### src/rtl/hit_token_reader.sv
module hit_token_reader #(
  parameter int COLS = 8,
  parameter int ROWS = 4,
  parameter int AW   = 10,
  parameter int TSW  = 5,
  parameter int HDRW = 5
) (
  input  logic                      clk,
  input  logic                      rst_n,
  input  logic                      start,
  input  logic                      read_all,
  input  logic [COLS*ROWS-1:0]      hit_map,
  input  logic [COLS*ROWS*TSW-1:0]  ts_map,
  output logic                      sdata,
  output logic                      svalid,
  output logic                      done
);
  localparam int NPIX  = COLS * ROWS;
  localparam int WORDW = HDRW + 2 * AW + TSW;
  localparam int XW    = (COLS > 1) ? $clog2(COLS) : 1;
  localparam int YW    = (ROWS > 1) ? $clog2(ROWS) : 1;
  localparam int PW    = (NPIX > 1) ? $clog2(NPIX) : 1;
  localparam int CW    = $clog2(WORDW + 1);
  localparam logic [HDRW-1:0] HDR_HIT    = '1;
  localparam logic [HDRW-1:0] HDR_FORCED = {1'b1, {(HDRW-1){1'b0}}};

  logic                running, scan_on, all_l, nxt_full;
  logic [NPIX-1:0]     snap;
  logic [NPIX*TSW-1:0] ts_l;
  logic [XW-1:0]       sx;
  logic [YW-1:0]       sy;
  logic [WORDW-1:0]    nxt, shreg;
  logic [CW-1:0]       cnt;

  logic [PW-1:0]    pidx;
  logic             pix_hit, cand, col_end, scan_step, take;
  logic [TSW-1:0]   pix_ts;
  logic [WORDW-1:0] word;

  assign pidx      = PW'(sy) * PW'(COLS) + PW'(sx);
  assign pix_hit   = snap[pidx];
  assign pix_ts    = ts_l[pidx*TSW +: TSW];
  assign cand      = pix_hit | all_l | (sx == '0);
  assign word      = {pix_hit ? HDR_HIT : HDR_FORCED, AW'(sx), AW'(sy), pix_ts};
  assign col_end   = (sx == XW'(COLS - 1));
  assign scan_step = scan_on && !nxt_full;
  assign take      = nxt_full && (cnt <= CW'(1));

  assign sdata  = shreg[WORDW-1];
  assign svalid = (cnt != '0);

  always_ff @(posedge clk or negedge rst_n) begin
    if (!rst_n) begin
      running  <= 1'b0;
      scan_on  <= 1'b0;
      all_l    <= 1'b0;
      nxt_full <= 1'b0;
      snap     <= '0;
      ts_l     <= '0;
      sx       <= '0;
      sy       <= '0;
      nxt      <= '0;
      shreg    <= '0;
      cnt      <= '0;
      done     <= 1'b0;
    end else if (start && !running) begin
      running  <= 1'b1;
      scan_on  <= 1'b1;
      all_l    <= read_all;
      nxt_full <= 1'b0;
      snap     <= hit_map;
      ts_l     <= ts_map;
      sx       <= '0;
      sy       <= '0;
      cnt      <= '0;
      done     <= 1'b0;
    end else if (running) begin
      if (scan_step) begin
        if (cand) begin
          nxt      <= word;
          nxt_full <= 1'b1;
        end
        if (col_end) begin
          sx <= '0;
          if (sy == YW'(ROWS - 1)) scan_on <= 1'b0;
          else                     sy <= sy + 1'b1;
        end else begin
          sx <= sx + 1'b1;
        end
      end
      if (take) begin
        shreg    <= nxt;
        cnt      <= CW'(WORDW);
        nxt_full <= 1'b0;
      end else if (cnt != '0) begin
        shreg <= shreg << 1;
        cnt   <= cnt - 1'b1;
      end
      if (!scan_on && !nxt_full && cnt == '0) begin
        running <= 1'b0;
        done    <= 1'b1;
      end
    end
  end
endmodule

### config.mk
export PLATFORM = sky130hd
export DESIGN_NAME = hit_token_reader
export DESIGN_NICKNAME = d
export VERILOG_FILES = /design/src/rtl/hit_token_reader.sv
export SDC_FILE = /design/constraint.sdc
export NUM_CORES = 1
export LEC_CHECK = 0
export BUFFER_PORTS_ARGS = -buffer_cell sky130_fd_sc_hd__buf_2
export CAP_MARGIN = 25
export CORE_MARGIN = 4
export CORE_UTILIZATION = 45
export CTS_CLUSTER_DIAMETER = 150
export DETAILED_ROUTE_END_ITERATION = 8
export GPL_TIMING_DRIVEN = 0
export HOLD_SLACK_MARGIN = 0.12
export PLACE_DENSITY = 0.66
export SYNTH_ARGS = -nofsm -noshare
export SYNTH_HDL_FRONTEND = slang
export SYNTH_SLANG_ARGS = --single-unit
export TNS_END_PERCENT = 10
### constraint.sdc
create_clock -name clk -period 3.4 [get_ports clk]
set_clock_uncertainty 0.1 [all_clocks]
set_input_delay 0.68 -clock clk [delete_from_list [all_inputs] [get_ports clk]]
set_output_delay 0.68 -clock clk [all_outputs]
set_load 0.005 [all_outputs]
==> results.md, run 1 <==
* Highest Signal Layer: met5
* Run status: completed
* GR Util All Layers at 22.1%
* Router iterations before antenna repair at 5
* CP Class: flip-flop to flip-flop
* CP max stage cell: dfrtp_1
* Pwr/cell area at 672 mW/mm2
* Clk slew on worst S/H paths at 0.06 ns
* Finish-stage setup viols at 0
* Layout cells sized above 1 at 20.3%
* Die area at 0.0276 mm2
* Initial DRC count at 597
* Most frequent cell after synthesis: nand2_1
* Setup ws final at 0.342 ns
* Bufs on Longest Clock Path at 3
* Register area share after synthesis at 55.4%
* Via Count at 9160
* Pins Over Slew Limit at 0
* # DRC at 0
* Layout Area Growth over Synthesis at 20.1%
* Vias in the first global route at 9206
* Post-synthesis instance total at 1214
* Main synth FF type: dfrtp_1
* Initial antenna violation count at 1
* Die Width at 166 um
* Hold Path Cell Cnt at 3
* Leakage at 7.00 nW
* Pre-CTS setup slack at 0.351 ns
* Slew HR at 45.8%
* RSZ-0062 raised after global routing: false
* IO Pins at 199
* Via density at 5.14
* # port buffers at 198
* GPL Wtd Cong at 0.882
* Yosys warnings at 0
* Critical path arrival at 3.37 ns
* Resize count post-CTS at 0
* Mapped Nets at 1417
* Num CTS Buffers at 27
* Synth cell types at 40
* Tcrit/Tclk final at 89.9%
* Type of origin of the critical path: flip-flop
* Yosys top cell area share at 55.4%
* Largest net degree at the start of global routing at 95
* Hold Vio Cnt, Final at 0
* Core Box Area at 0.0245 mm2
* Hold Path End: ts_l[74]$_DFFE_PN0P_
* R2R Path End: nxt[17]$_DFFE_PN0P_
* Synthesized area per cell at 9.27 um2
* Slowest stage delay, CP at 0.36 ns
* Top delay family on crit path: buffers and inverters
* Fin Hold WS at 0.222 ns
* CP Data Required Time at 3.71 ns
* Routed wl met3 at 1740 um
* Final Critical Period at 3.06 ns
* First-pass GRT wire length at 49100 um
* DRT met1 WL at 13500 um
* Synth top cells by count: nand2_1 (652), dfrtp_1 (249), clkbuf_1 (51)
* Hold/Removal Path Class: input port to flip-flop
* Post-synth EDFFs at 0
* Hold Startpoint: ts_map[74]
* Flop2flop setup slack at 0.34 ns
* Root Buffer: clkbuf_16
* Core Rows at 57
* FF-to-FF Start: sx[0]$_DFFE_PN0P_
* Mapped Area at 0.0113 mm2
* Initial Util at 46.0%
* Final #Nets at 1647
* Critical Path Fanout Max at 10
* Ys async rst share at 100%
* Synth area leaders: dfrtp_1 (55%), nand2_1 (22%), mux4_2 (7.2%)
* Diodes inserted at 0
* CTS H-tree lvls at 1
* Crit. End Element: flip-flop
* Count of state elements after synthesis at 249
* Post-synth top area cell: dfrtp_1
* Worst-skew pair later-pin latency at 0.54 ns
* Worst r2r path cells at 10
* Detail Placement HPWL at 22800 um
* Final core occ at 55.3%
* Max rail drop VDD at 0.321 mV
* Routed Antenna Nets at 0
* CP cell instances: buf_6 -> buf_6 -> buf_4 -> buf_2 -> inv_1 -> ha_1 -> a21o_1 -> o21ai_0 -> buf_4 -> mux2_2
* Worst Path Buf+Inv at 6
* Final wirelength at 31000 um
* Drt wl/cell at 17.4 um
* CTS tree: built
* Clock Sinks at 249
* Total gr overflow at 0
* Max Freq at 0.327 GHz
* Die height at 166 um
* Reported max-cap violation count at 0
* Pin slew with the least headroom to its limit at 0.812 ns
* DR WL met2 at 14600 um
-- sequential cells by signal, summed over array words and instances, names as in the netlist --
name and count:
all_l 1, sy 2, nxt 12, cnt 5, ts_l 160, running 1
done 1, scan_on 1, snap 32, sx 3, shreg 30, nxt_full 1
-- worst max-delay path by stage --
stage	start	to	slack, ns	cells past startpoint
after floorplan	sx[0]$_DFFE_PN0P_	nxt[15]$_DFFE_PN0P_	0.88	10
after detailed placement	sx[0]$_DFFE_PN0P_	nxt[5]$_DFFE_PN0P_	0.35	10
after CTS	sx[0]$_DFFE_PN0P_	nxt[17]$_DFFE_PN0P_	0.32	10
after global placement	rst_n	ts_l[51]$_DFFE_PN0P_	-2.94	1
after global routing	sx[0]$_DFFE_PN0P_	nxt[17]$_DFFE_PN0P_	0.12	10
final	sx[0]$_DFFE_PN0P_	nxt[17]$_DFFE_PN0P_	0.34	10
-- timing repair --
action / CTS / global route
endpoints found under the hold margin: 79 / 0
hold buffers: 1 / 0
buffers inserted: 0 / 0
-- stage by stage --
| step | setup TNS (ns) | std cells | cell area [um2] | power, mW |
|---|---|---|---|---|
| final | 0 | 1783 | 13500 | 9.09 |
| after global routing | 0 | 1783 | 13500 | 9.59 |
| after CTS | 0 | 1783 | 13500 | 9.16 |
| after detailed placement | 0 | 1738 | 12700 | 6.46 |
| after global placement | -726.68 | 1736 | 12700 | 6.38 |
| after floorplan | 0 | 1214 | 11300 | 5.56 |
-- cell type report --
| cell class | count | area, um2 |
|---|---|---|
| plain buffers | 70 | 315 |
| clock buffers | 40 | 754 |
| clock inverters | 4 | 40.0 |
| fillers | 2246 | 10900 |
| inverters | 8 | 30.0 |
| multi-input cells | 887 | 4680 |
| flip-flops and latches | 249 | 6230 |
| well taps | 324 | 405 |
| repair buffers | 201 | 1070 |
-- where the power goes --
| part | switching [mW] | internal (mW) |
|---|---|---|
| combinational | 1.45 | 1.18 |
| sequential | 0.315 | 3.47 |
| clock | 1.15 | 1.53 |
-- cell usage in the layout (no fill, tap or decap), types with 2 or more instances in the layout --
master / count
a21o_1: 2
a21oi_1: 15
a22o_1: 6
a22oi_1: 8
and2_1: 4
buf_1: 6
buf_16: 2
buf_2: 203
buf_4: 3
buf_6: 3
buf_8: 2
clkbuf_1: 61
clkbuf_16: 27
clkbuf_8: 3
clkinvlp_4: 2
dfrtp_1: 249
ha_1: 7
inv_1: 7
mux2_2: 10
mux2i_1: 39
mux4_2: 36
nand2_1: 652
nand2b_1: 8
nand3_1: 14
nand3b_1: 2
nand4_1: 7
nor2_1: 19
nor2b_1: 3
o211ai_1: 6
o21ai_0: 33
o31ai_1: 4
-- metal layers --
| metal | global-route usage, % | vias up |
|---|---|---|
| li1 | - | 4387 |
| met1 | 30.6 | 4446 |
| met2 | 35.7 | 269 |
| met3 | 3.71 | 56 |
| met4 | 7.86 | 2 |
| met5 | 0 | - |
-- logic make-up after synthesis --
| family | after synthesis | synth area share (%) |
|---|---|---|
| simple gates | 714 | 24.7 |
| xor+xnor | 1 | 0.0778 |
| fa+ha+maj | 7 | 0.778 |
| mux | 85 | 11.7 |
| flops | 249 | 55.4 |
| compound gates | 80 | 4.38 |
| buf+inv | 78 | 3.07 |
-- worst reg2reg max path, delay by kind of cell (launching register included) --
kind,cells,cell delay [ns]
compound gates,2,0.51
fa+ha+maj,1,0.20
buf+inv,6,1.41
flops,1,0.36
mux,1,0.35
Note: power is estimated with default switching activity, not from simulation.
==> run 2: changes to the inputs <==
Settings changed: RECOVER_POWER set to 100.
==> results.md, run 2 (synthesized netlist as in run 1, its figures left out) <==
* Initial DRC count at 607 (+1.7%)
* Via density at 5.17 (+0.69%)
* Met1 Use GR at 30.6% (unchanged)
* Gr busiest metal: met2
* Hold/Removal Path Class: input port to flip-flop
* Run status: finished, violations left
* Final Critical Period at 3.06 ns (-0.00305 ns)
* Slowest stage delay, CP at 0.36 ns (about the same)
* Violated checks: max-capacitance violations, max-slew violations
* Largest register by flop count: ts_l
* Worst-skew pair later-pin latency at 0.55 ns (about the same)
* CTS H-tree lvls at 1 (unchanged)
* Via Count at 9223 (+0.69%)
* Resize count post-CTS at 0 (unchanged)
* Hold Path Cell Cnt at 3 (unchanged)
* Hold Vio Cnt, Final at 0 (unchanged)
* Setup Fix Bufs, Post-CTS at 0 (unchanged)
* Pwr/cell area at 673 mW/mm2 (+0.14%)
* # port buffers at 198 (unchanged)
* First-pass GRT wire length at 49100 um (unchanged)
* Most used cells in the layout excluding fill and tap cells: nand2_1 (652), dfrtp_1 (249), buf_2 (199)
* Detail Placement HPWL at 22800 um (unchanged)
* Root Buffer: clkbuf_16
* Die Width at 166 um (unchanged)
* Core Rows at 57 (unchanged)
* Max reg flops at 160 (unchanged)
* Die height at 166 um (unchanged)
* Slew HR at -40.3% (-86 points)
* Met2 global-route usage at 35.7% (unchanged)
* Hold buffer count at CTS at 1 (unchanged)
* Router iterations before antenna repair at 4 (-1)
* Clk slew on worst S/H paths at 0.06 ns (about the same)
* GPL Wtd Cong at 0.882 (unchanged)
* Critical Path Fanout Max at 10 (unchanged)
* Num CTS Buffers at 27 (unchanged)
* Largest net degree at the start of global routing at 95 (unchanged)
* Final #Nets at 1647 (unchanged)
* CP max stage cell: dfrtp_1
* Finish-stage setup viols at 0 (unchanged)
* Initial Util at 46.0% (unchanged)
* Type of origin of the critical path: flip-flop
* Tcrit/Tclk final at 89.9% (about the same)
* Initial antenna violation count at 1 (unchanged)
* IO Pins at 199 (unchanged)
* Routed Antenna Nets at 0 (unchanged)
* Total gr overflow at 0 (unchanged)
* Biggest regs: ts_l x160, snap x32, shreg x30
* Core Box Area at 0.0245 mm2 (unchanged)
* Die area at 0.0276 mm2 (unchanged)
* Worst Path Buf+Inv at 6 (unchanged)
* Pin slew with the least headroom to its limit at 2.10 ns (+1.29 ns)
* CP cell instances: buf_6 -> buf_6 -> buf_4 -> buf_2 -> inv_1 -> ha_1 -> a21o_1 -> o21ai_0 -> buf_4 -> mux2_2
* CTS tree: built
* Max rail drop VDD at 0.320 mV (-0.20%)
* Layout cells sized above 1 at 20.0% (-0.27 points)
* Pins Over Slew Limit at 80 (+80)
* Drt wl/cell at 17.4 um (about the same)
* Leakage at 6.98 nW (-0.25%)
* Diodes inserted at 0 (unchanged)
* Critical path arrival at 3.37 ns (about the same)
* Reported max-cap violation count at 1 (+1)
* CP Data Required Time at 3.72 ns (about the same)
* Post-Place Cells at 1738 (unchanged)
* Worst r2r path cells at 10 (unchanged)
* RSZ-0062 raised after global routing: false
* Max Freq at 0.327 GHz (about the same)
* Post-Layout Cell Count at 1783 (unchanged)
* CP Class: flip-flop to flip-flop
* Vias in the first global route at 9206 (unchanged)
* Final wirelength at 31000 um (about the same)
* Bufs on Longest Clock Path at 3 (unchanged)
* Clock Sinks at 249 (unchanged)
* Most common cell after layout, fill and taps aside: nand2_1
* GR Util All Layers at 22.1% (unchanged)
* Levels on crit path at 10 (unchanged)
* Layout Area Growth over Synthesis at 20.0%
* # DRC at 0 (unchanged)
* Crit. End Element: flip-flop
* M3 GR Usage at 3.71% (unchanged)
* Top delay family on crit path: buffers and inverters
* Fin Hold WS at 0.216 ns (-0.00584 ns)
## run 2: changes by cell type in the layout (fill, tap and decap cells not counted), sizes merged
cell / before / now
buf: 219 / 209
clkbuf: 91 / 101
## run 2: final cells by class
| cell class | instances | area [um2] |
|---|---|---|
| Clock inverter | 4 | 40.0 |
| Tap cell | 324 | 405 |
| Timing Repair Buffer | 201 | 1050 |
| Inverter | 8 | 30.0 |
| Clock buffer | 40 | 754 |
| Sequential cell | 249 | 6230 |
| Fill cell | 2247 | 11000 |
| Multi-Input combinational cell | 887 | 4680 |
| Buffer | 70 | 313 |
## run 2: metrics by stage
stage | power, mW | util [%] | instance area, um2 | setup TNS (ns) | setup slack (ns)
global placement | 6.38 | 51.7 | 12700 | -726.68 | -2.94
detailed placement | 6.46 | 52.0 | 12700 | 0 | 0.351
global route | 9.59 | 55.2 | 13500 | 0 | 0.124
finish | 9.09 | 55.2 | 13500 | 0 | 0.345
floorplan | 5.56 | - | 11300 | 0 | 0.876
CTS | 9.16 | 55.3 | 13500 | 0 | 0.319
## run 2: layer usage
layer / wire length (um) / vias up
li1: - / 4385
met2: 14600 / 293
met5: 9 / -
met3: 1760 / 54
met1: 13400 / 4489
met4: 1160 / 2
## run 2: report_power, final
group	total (mW)	internal, mW	switching, mW
combinational	2.62	1.18	1.45
clock	2.69	1.53	1.16
sequential	3.78	3.47	0.314
total	9.09	6.17	2.92
## run 2: final timing paths
| check | to | startpoint | slack (ns) |
|---|---|---|---|
| max in group asynchronous | ts_l[7]$_DFFE_PN0P_ | rst_n | 0.74 |
| setup reg to reg | nxt[17]$_DFFE_PN0P_ | sx[0]$_DFFE_PN0P_ | 0.34 |
| hold reg to reg | nxt[29]$_DFFE_PN0P_ | nxt[29]$_DFFE_PN0P_ | 0.37 |
| setup / recovery | nxt[17]$_DFFE_PN0P_ | sx[0]$_DFFE_PN0P_ | 0.34 |
| hold / removal | ts_l[74]$_DFFE_PN0P_ | ts_map[74] | 0.22 |
| min in group asynchronous | shreg[22]$_DFFE_PN0P_ | rst_n | 1.18 |
## run 2: worst reg2reg max path, stage by stage, from the launching register on
cell and delay (ns):
dfrtp_1 0.36, buf_6 0.19, buf_6 0.23, buf_4 0.27, buf_2 0.34, inv_1 0.09, ha_1 0.20, a21o_1 0.19
o21ai_0 0.32, buf_4 0.29, mux2_2 0.35
==> run 3: changes to the inputs <==
Settings changed: CORE_ASPECT_RATIO set to 0.5, CTS_BUF_LIST set to sky130_fd_sc_hd__clkbuf_4 sky130_fd_sc_hd__clkbuf_8.
==> results.md, run 3 (synthesized netlist as in run 1, its figures left out) <==
* Run status: finished, violations left
* Violated checks: max-capacitance violations, max-slew violations
* Pint at 5.98 mW (-3.2%)
* Via Count at 9201 (-0.24%)
* Diodes inserted at 0 (unchanged)
* Root Buffer: clkbuf_8
* Die height at 120 um (-28%)
* Worst-skew pair later-pin latency at 0.53 ns (-0.02 ns)
* CP cell instances: buf_6 -> buf_6 -> buf_4 -> buf_2 -> inv_1 -> ha_1 -> a21o_1 -> o21ai_0 -> buf_4 -> mux2_2
* Max reg flops at 160 (unchanged)
* Tcrit/Tclk final at 90.0% (+0.10 points)
* CP Data Required Time at 3.70 ns (-0.02 ns)
* Initial antenna violation count at 0 (-1)
* Resize count post-CTS at 0 (unchanged)
* Critical Path Fanout Max at 10 (unchanged)
* Hold Vio Cnt, Final at 0 (unchanged)
* Detail Placement HPWL at 22900 um (+0.51%)
* Layout cells sized above 1 at 21.7% (+1.7 points)
* GR Util All Layers at 22.4% (+0.24 points)
* Slowest stage delay, CP at 0.38 ns (+0.02 ns)
* Final #Nets at 1655 (+0.49%)
* Pins Over Slew Limit at 121 (+51%)
* CP Class: flip-flop to flip-flop
* IO Pins at 199 (unchanged)
* Drt wl/cell at 17.0 um (-2.1%)
* FILL cells at 2256 (+0.40%)
* Initial DRC count at 676 (+11%)
* Reported max-cap violation count at 1 (unchanged)
* Logic pwr share at 29.5% (+0.7 points)
* GPL Wtd Cong at 0.882 (about the same)
* Hold/Removal Path Class: input port to flip-flop
* Num CTS Buffers at 37 (+37%)
* Most used cells in the layout excluding fill and tap cells: nand2_1 (652), dfrtp_1 (249), buf_2 (201)
* Crit. End Element: flip-flop
* Final core occ at 55.3% (+0.11 points)
* Total gr overflow at 0 (unchanged)
* Vias in the first global route at 9387 (+2.0%)
* Leakage at 6.99 nW (+0.12%)
* Via density at 5.08 (-1.8%)
* CTS tree: built
* Final Critical Period at 3.06 ns (+0.00340 ns)
* Pwr/cell area at 664 mW/mm2 (-1.3%)
* Clock power frac at 28.1% (-1.5 points)
* RSZ-0062 raised after global routing: false
* Router iterations before antenna repair at 5 (+1)
* Core Rows at 40 (-30%)
* Die area at 0.0278 mm2 (+0.55%)
* Finish-stage setup viols at 0 (unchanged)
* Setup Fix Bufs, Post-CTS at 0 (unchanged)
* Die Width at 232 um (+39%)
* # port buffers at 198 (unchanged)
* Routed Antenna Nets at 0 (unchanged)
* Critical path arrival at 3.36 ns (about the same)
* Core Box Area at 0.0243 mm2 (-0.77%)
* Clk slew on worst S/H paths at 0.07 ns (about the same)
* Setup_tns at 0 ns (unchanged)
* Hold buffer count at CTS at 0 (-1)
* Clock Sinks at 249 (unchanged)
* Top delay family on crit path: buffers and inverters
* CTS H-tree lvls at 2 (+1)
* Type of origin of the critical path: flip-flop
* Most common cell after layout, fill and taps aside: nand2_1
* P_sw at 2.95 mW (+0.94%)
* Net switching fraction of the power at 33.0% (+0.92 points)
* Largest register by flop count: ts_l
* Bufs on Longest Clock Path at 3 (unchanged)
* Initial Util at 46.4% (+0.36 points)
* Layout Area Growth over Synthesis at 19.3%
* Worst Path Buf+Inv at 6 (unchanged)
* Largest net degree at the start of global routing at 130 (+37%)
* Pin slew with the least headroom to its limit at 2.71 ns (+0.604 ns)
* Max Freq at 0.327 GHz (-0.11%)
* # DRC at 0 (unchanged)
* First-pass GRT wire length at 49100 um (-0.14%)
* Max rail drop VDD at 0.296 mV (-7.7%)
* Seq pwr share at 42.4% (+0.8 points)
* CP max stage cell: dfrtp_1
* Final wirelength at 30800 um (-0.53%)
* Biggest regs: ts_l x160, snap x32, shreg x30
* Slew HR at -80.6% (-40 points)
==> run 3: worst paths after layout <==
check	from	cells past startpoint	to	slack [ns]
hold reg to reg	nxt[29]$_DFFE_PN0P_	1	nxt[29]$_DFFE_PN0P_	0.37
min in group asynchronous	rst_n	1	ts_l[122]$_DFFE_PN0P_	0.88
setup / recovery	sx[0]$_DFFE_PN0P_	10	nxt[15]$_DFFE_PN0P_	0.34
hold / removal	ts_map[51]	3	ts_l[51]$_DFFE_PN0P_	0.24
max in group asynchronous	rst_n	2	snap[19]$_DFFE_PN0P_	0.64
setup reg to reg	sx[0]$_DFFE_PN0P_	10	nxt[15]$_DFFE_PN0P_	0.34
==> run 3: cell type report <==
class | count | area, um2 | share of cell area [%]
multi-input cells | 887 | 4680 | 34.9
plain buffers | 70 | 313 | 2.33
inverters | 8 | 30.0 | 0.224
repair buffers | 199 | 1010 | 7.52
clock buffers | 57 | 716 | 5.33
clock inverters | 6 | 30.0 | 0.224
flip-flops and latches | 249 | 6230 | 46.4
well taps | 336 | 420 | 3.13
==> run 3: power groups by stage <==
stage	Clock (mW)	Combinational, mW	Sequential [mW]
2_1_floorplan	0	1.83	3.73
3_3_place_gp	0	2.58	3.81
3_5_place_dp	0	2.64	3.83
4_1_cts	2.55	2.65	3.78
5_1_grt	2.71	2.90	3.84
6_report	2.50	2.64	3.78
==> run 3: stage by stage <==
| step | power (mW) | hold WS (ns) | worst slack (ns) | instance area, um2 | instances |
|---|---|---|---|---|---|
| 2_1_floorplan | 5.56 | 0.284 | 0.876 | 11300 | 1214 |
| 3_3_place_gp | 6.38 | 0.354 | -2.73 | 12700 | 1748 |
| 3_5_place_dp | 6.46 | 0.357 | 0.367 | 12700 | 1749 |
| 4_1_cts | 8.97 | 0.162 | 0.335 | 13500 | 1812 |
| 5_1_grt | 9.45 | 0.213 | 0.112 | 13400 | 1812 |
| 6_report | 8.92 | 0.241 | 0.341 | 13400 | 1812 |
==> run 3: per-layer routing <==
metal	global-route usage, %	share of wire (%)
met1	31.3	44
met2	36.3	48
met3	4.41	5.2
met4	5.67	2.2
met5	0	0
==> run 3: worst min-delay path, delay by kind of cell <==
kind                   cells  cell delay [ns]
and+or+nand+nor            2             0.09
buffers and inverters      1             0.08
